[src/rtl/fpsr_pkg.sv]
package fpsr_pkg;

    localparam int RM_W    = 3;
    localparam int FLAG_W  = 5;
    localparam int FIELD_W = RM_W + FLAG_W;
    localparam int RM_MAX_LEGAL = 4;

    typedef enum logic [RM_W-1:0] {
        RM_NEAR_EVEN = 3'd0,
        RM_TO_ZERO   = 3'd1,
        RM_DOWNWARD  = 3'd2,
        RM_UPWARD    = 3'd3,
        RM_NEAR_MAX  = 3'd4,
        RM_RSVD_5    = 3'd5,
        RM_RSVD_6    = 3'd6,
        RM_FROM_REG  = 3'd7
    } rm_code_e;

    // bit 4 .. bit 0
    typedef struct packed {
        logic invalid;
        logic div_zero;
        logic overflow;
        logic underflow;
        logic inexact;
    } fp_flags_t;

    // rounding mode occupies bits 7:5, flags bits 4:0
    typedef struct packed {
        logic [RM_W-1:0] rm;
        fp_flags_t       flags;
    } fpsr_t;

    function automatic logic rm_is_legal(input logic [RM_W-1:0] code);
        return code <= RM_W'(RM_MAX_LEGAL);
    endfunction

    function automatic logic [RM_W-1:0] rm_pick(input logic [RM_W-1:0] insn_code,
                                               input logic [RM_W-1:0] dyn_code);
        return (insn_code == RM_FROM_REG) ? dyn_code : insn_code;
    endfunction

endpackage

[src/rtl/fpsr_rm_resolve.sv]
module fpsr_rm_resolve
    import fpsr_pkg::*;
(
    input  logic            clk,
    input  logic            rst,
    input  logic [RM_W-1:0] insn_rm,
    input  logic [RM_W-1:0] dyn_rm,
    output logic [RM_W-1:0] rm_out,
    output logic            rm_illegal
);

    always_comb begin
        rm_out     = rm_pick(insn_rm, dyn_rm);
        rm_illegal = !rm_is_legal(rm_out);
    end

    AST_RM_PASS: assert property (@(posedge clk) disable iff (rst)
        (insn_rm <= RM_W'(RM_MAX_LEGAL)) |-> (rm_out == insn_rm && !rm_illegal));

    AST_RM_RSVD: assert property (@(posedge clk) disable iff (rst)
        (insn_rm == RM_RSVD_5 || insn_rm == RM_RSVD_6) |-> rm_illegal);

    AST_RM_DYN: assert property (@(posedge clk) disable iff (rst)
        (insn_rm == RM_FROM_REG) |-> (rm_out == dyn_rm));

endmodule

[src/rtl/fpsr_flag_acc.sv]
module fpsr_flag_acc
    import fpsr_pkg::*;
(
    input  logic              clk,
    input  logic              rst,
    input  fpsr_t             cur,
    input  logic              wr_en,
    input  fpsr_t             wr_val,
    input  logic              op_done,
    input  logic [FLAG_W-1:0] op_flags,
    input  logic              illegal,
    output fpsr_t             nxt
);

    fpsr_t             base;
    logic [FLAG_W-1:0] add_bits;

    always_comb begin
        base      = wr_en ? wr_val : cur;
        add_bits  = (op_done && !illegal) ? op_flags : '0;
        nxt.rm    = base.rm;
        nxt.flags = base.flags | fp_flags_t'(add_bits);
    end

    AST_FLAGS_STICKY: assert property (@(posedge clk) disable iff (rst)
        !wr_en |=> ((cur.flags & $past(cur.flags)) == $past(cur.flags)));

    AST_ILLEGAL_NO_ACC: assert property (@(posedge clk) disable iff (rst)
        (op_done && illegal && !wr_en) |=> (cur.flags == $past(cur.flags)));

    AST_RM_HOLD: assert property (@(posedge clk) disable iff (rst)
        !wr_en |=> (cur.rm == $past(cur.rm)));

    AST_WRITE_RM: assert property (@(posedge clk) disable iff (rst)
        wr_en |=> (cur.rm == $past(wr_val.rm)));

endmodule

[src/rtl/fpsr_store.sv]
module fpsr_store
    import fpsr_pkg::*;
(
    input  logic  clk,
    input  logic  rst,
    input  fpsr_t d,
    output fpsr_t q
);

    always_ff @(posedge clk) begin
        if (rst) q <= '0;
        else     q <= d;
    end

endmodule

[src/rtl/fpsr_unit.sv]
module fpsr_unit
    import fpsr_pkg::*;
#(
    parameter int XLEN = 32
) (
    input  logic              clk,
    input  logic              rst,
    input  logic [2:0]        insn_rm,
    input  logic              op_done,
    input  logic [4:0]        op_flags,
    input  logic              csr_we,
    input  logic [XLEN-1:0]   csr_wdata,
    output logic [2:0]        rm_out,
    output logic              rm_illegal,
    output logic [XLEN-1:0]   csr_rdata
);

    localparam int PAD_W = XLEN - FIELD_W;

    fpsr_t cur_q;
    fpsr_t nxt_d;
    fpsr_t wr_val;

    assign wr_val = fpsr_t'(csr_wdata[FIELD_W-1:0]);

    fpsr_rm_resolve u_resolve (
        .clk        (clk),
        .rst        (rst),
        .insn_rm    (insn_rm),
        .dyn_rm     (cur_q.rm),
        .rm_out     (rm_out),
        .rm_illegal (rm_illegal)
    );

    fpsr_flag_acc u_acc (
        .clk      (clk),
        .rst      (rst),
        .cur      (cur_q),
        .wr_en    (csr_we),
        .wr_val   (wr_val),
        .op_done  (op_done),
        .op_flags (op_flags),
        .illegal  (rm_illegal),
        .nxt      (nxt_d)
    );

    fpsr_store u_store (
        .clk (clk),
        .rst (rst),
        .d   (nxt_d),
        .q   (cur_q)
    );

    generate
        if (PAD_W > 0) begin : g_pad
            assign csr_rdata = {{PAD_W{1'b0}}, cur_q};
        end else begin : g_nopad
            assign csr_rdata = cur_q;
        end
    endgenerate

    AST_WRITE_ORDER: assert property (@(posedge clk) disable iff (rst)
        (csr_we && op_done && !rm_illegal)
        |=> (csr_rdata[FLAG_W-1:0] == ($past(csr_wdata[FLAG_W-1:0]) | $past(op_flags))));

endmodule

[config.mk]
export PLATFORM = sky130hd
export DESIGN_NAME = fpsr_unit
export DESIGN_NICKNAME = d
export VERILOG_FILES = /design/src/rtl/fpsr_pkg.sv /design/src/rtl/fpsr_rm_resolve.sv /design/src/rtl/fpsr_flag_acc.sv /design/src/rtl/fpsr_store.sv /design/src/rtl/fpsr_unit.sv
export SDC_FILE = /design/constraint.sdc
export NUM_CORES = 1
export LEC_CHECK = 0
export CORE_ASPECT_RATIO = 0.75
export CORE_MARGIN = 2
export CORE_UTILIZATION = 26
export CTS_CLUSTER_SIZE = 40
export DETAILED_ROUTE_END_ITERATION = 10
export GPL_ROUTABILITY_DRIVEN = 0
export PLACE_DENSITY = 0.85
export SLEW_MARGIN = 15
export SYNTH_ARGS = -nofsm -noshare
export SYNTH_HDL_FRONTEND = slang
export SYNTH_HIERARCHICAL = 1
export SYNTH_SLANG_ARGS = --single-unit
[constraint.sdc]
create_clock -name clk -period 3.29 [get_ports clk]
set_clock_uncertainty 0.1 [all_clocks]
set_input_delay 0.658 -clock clk [delete_from_list [all_inputs] [get_ports clk]]
set_output_delay 0.658 -clock clk [all_outputs]
set_load 0.05 [all_outputs]
==> impl_metrics.tcl <==
set metrics [dict create \
    finalHoldViolCount 0 \
    fin_tns_setup_ns 0 \
    grt_max_degree 14 \
    antenna_found_initial 0 \
    holdPathEnd "u_store/q[6]" \
    netlist_area_sq_um 591 \
    maxSlewHeadroom_pct 64.0 \
    layout_min_cycle_time_ns 2.98 \
    report.final.slew_viol_count 0 \
    status "finished clean" \
    drc 0 \
    cp.arrival_ns 2.22 \
    vias 482 \
    pre_cts_ws_ns 0.316 \
    hold_depth 2 \
    p_leak_nw 0.372 \
    htree_levels 1 \
    initial_core_util_pct 28.6 \
    post_drt_wl_per_cell_um 11.5 \
    fmax_mhz 336 \
    path_class "input pin to output port" \
    drt_iter0_markers 5 \
    hold_start "u_store/q[6]" \
    synthCells 66 \
    antenna_cells 0 \
    grt_pass1_wl_um 2000 \
    cp-start-kind "input pin" \
    cts_tree "built" \
    fin_crit_sh_pct 90.5 \
    ir_worst_vdd_uv 105 \
    cts_sinks 8 \
    max_cap_violations 0 \
    clock_path_buffers 2 \
    cts_buffers 3 \
    drt-total-wl_um 1400 \
    yosysSeqAreaShare_pct 27.1 \
    setup_slack_ns 0.312 \
    cp_max_fo 4 \
    cts_hold_buf 0 \
    cts-root-buf "clkbuf_4" \
    ctsResizeCount 0 \
    drive_gt1_share_pct 14.3 \
    reg2reg_depth 5 \
    ios 80 \
    first_pass_iters 2 \
    largest_register_ffs 8 \
    grt_pass1_vias 452 \
    post-dp-hpwl_um 1140 \
    core_area_sq_um 2070 \
    die_h_um 45.3 \
    top_regs "u_store/q (8)" \
    rsz0062_at_grt "no" \
    critPathRequiredTime_ns 2.53 \
    fin_nets 144 \
    gr-total-overflow 0 \
    synth_area_per_cell_sq_um 8.95 \
    postRouteAntennaNets 0 \
    pwr_density_cell_nw_per_um2 422 \
    reg2reg_slack_ns 1.71 \
    die_area_sq_um 2670 \
    synth.distinct_cells 15 \
    die_w_um 59.0 \
    setup_violations 0 \
    r2r_end "u_store/q[4]" \
    synth_warnings 6 \
    routed_via_density 3.95 \
    cts_setup_buffers 0 \
    numPortBuffers 31 \
    num_rows 14 \
    syn2layout_area_growth_pct 42.4 \
    r2r_start "u_store/q[7]" \
    hold_class "flip-flop to flip-flop" \
    ys_ff_latch 8 \
    clk_pin_slew_ns 0.06 \
    track_usage_pct 10.7 \
    top_register "u_store/q" \
    worstMarginPinSlew_ns 0.538 \
    clk_latency_ns 0.25 \
    endpoint_kind "output port" \
]
cell families (layout without fill, tap and decap cells):
logic type | Yosys count | count (layout) | synth area share (%)
buf+inv | 29 | 38 | 35.0
simple gates | 14 | 14 | 16.5
compound gates | 11 | 11 | 15.0
flops | 8 | 8 | 27.1
mux | 3 | 3 | 5.72
other cells | 1 | 24 | 0.635
per-stage QoR:
step,hold WS [ns],util [%],instance area [sq um],power [mW],instances
2_1_floorplan,0.630,-,677,0.253,89
3_3_place_gp,0.538,39.6,818,0.276,119
3_5_place_dp,0.550,39.6,818,0.278,119
4_1_cts,0.562,40.7,841,0.360,122
5_1_grt,0.609,40.7,841,0.374,122
6_report,0.564,40.7,841,0.354,122
placed cells by master, fill, tap and decap left out, drive strengths merged:
master	count
a221o	5
a31oi	3
and2b	2
buf	3
clkbuf	3
clkdlybuf4s50	28
conb	24
dfxtp	8
inv	4
mux2	3
nor2b	12
o21ai	2
o31a	1
worst max-delay path by stage:
stage / endpoint / start / slack [ns] / cells after the start
final: rm_out[2] / insn_rm[1] / 0.31 / 4
after global routing: rm_out[2] / insn_rm[0] / 0.27 / 4
after floorplan: u_store/q[4] / u_store/q[5] / 0.70 / 5
after CTS: rm_out[2] / insn_rm[1] / 0.31 / 4
after global placement: rm_out[2] / insn_rm[1] / 0.33 / 4
after detailed placement: rm_out[2] / insn_rm[1] / 0.32 / 4
area by class of cell:
cell class                 count  area [sq um]
fill                         209          1230
tap                           24          30.0
inverter                       4          15.0
sequential                     8           160
timing repair buffer          31           303
multi-input combinational     52           310
clock buffer                   3          22.5
power breakdown:
part	internal (mW)	leakage, nW	switching (mW)	total, mW
logic	0.0515	0.291	0.117	0.169
registers	0.104	0.0664	0.00419	0.108
clock network	0.0419	0.0138	0.0359	0.0778
cells in the mapped netlist:
| master | n | area (sq um) |
|---|---|---|
| dfxtp_1 | 8 | 160 |
| and2b_1 | 2 | 15.0 |
| inv_2 | 1 | 3.75 |
| a221o_2 | 1 | 11.3 |
| nor2b_2 | 3 | 26.3 |
| buf_6 | 1 | 11.3 |
| o31a_1 | 1 | 8.76 |
| o21ai_0 | 2 | 10.0 |
| a31oi_1 | 3 | 18.8 |
| nor2b_1 | 9 | 56.3 |
| a221o_1 | 4 | 40.0 |
| inv_1 | 3 | 11.3 |
| conb_1 | 1 | 3.75 |
| mux2_2 | 3 | 33.8 |
| buf_4 | 24 | 180 |
worst max-delay path, stage by stage:
cell and delay, ns:
clkdlybuf4s50_1 0.53, inv_2 0.05, o31a_1 0.28, clkdlybuf4s50_1 0.70
layer usage:
metal | track usage, % | vias up | wire length (um)
met2 | 18.4 | 22 | 754
met5 | 0 | - | 0
li1 | - | 241 | -
met1 | 11.7 | 217 | 534
met4 | 5.45 | 0 | 12
met3 | 4.01 | 2 | 100
No activity file was read; power rests on OpenSTA's default activity.
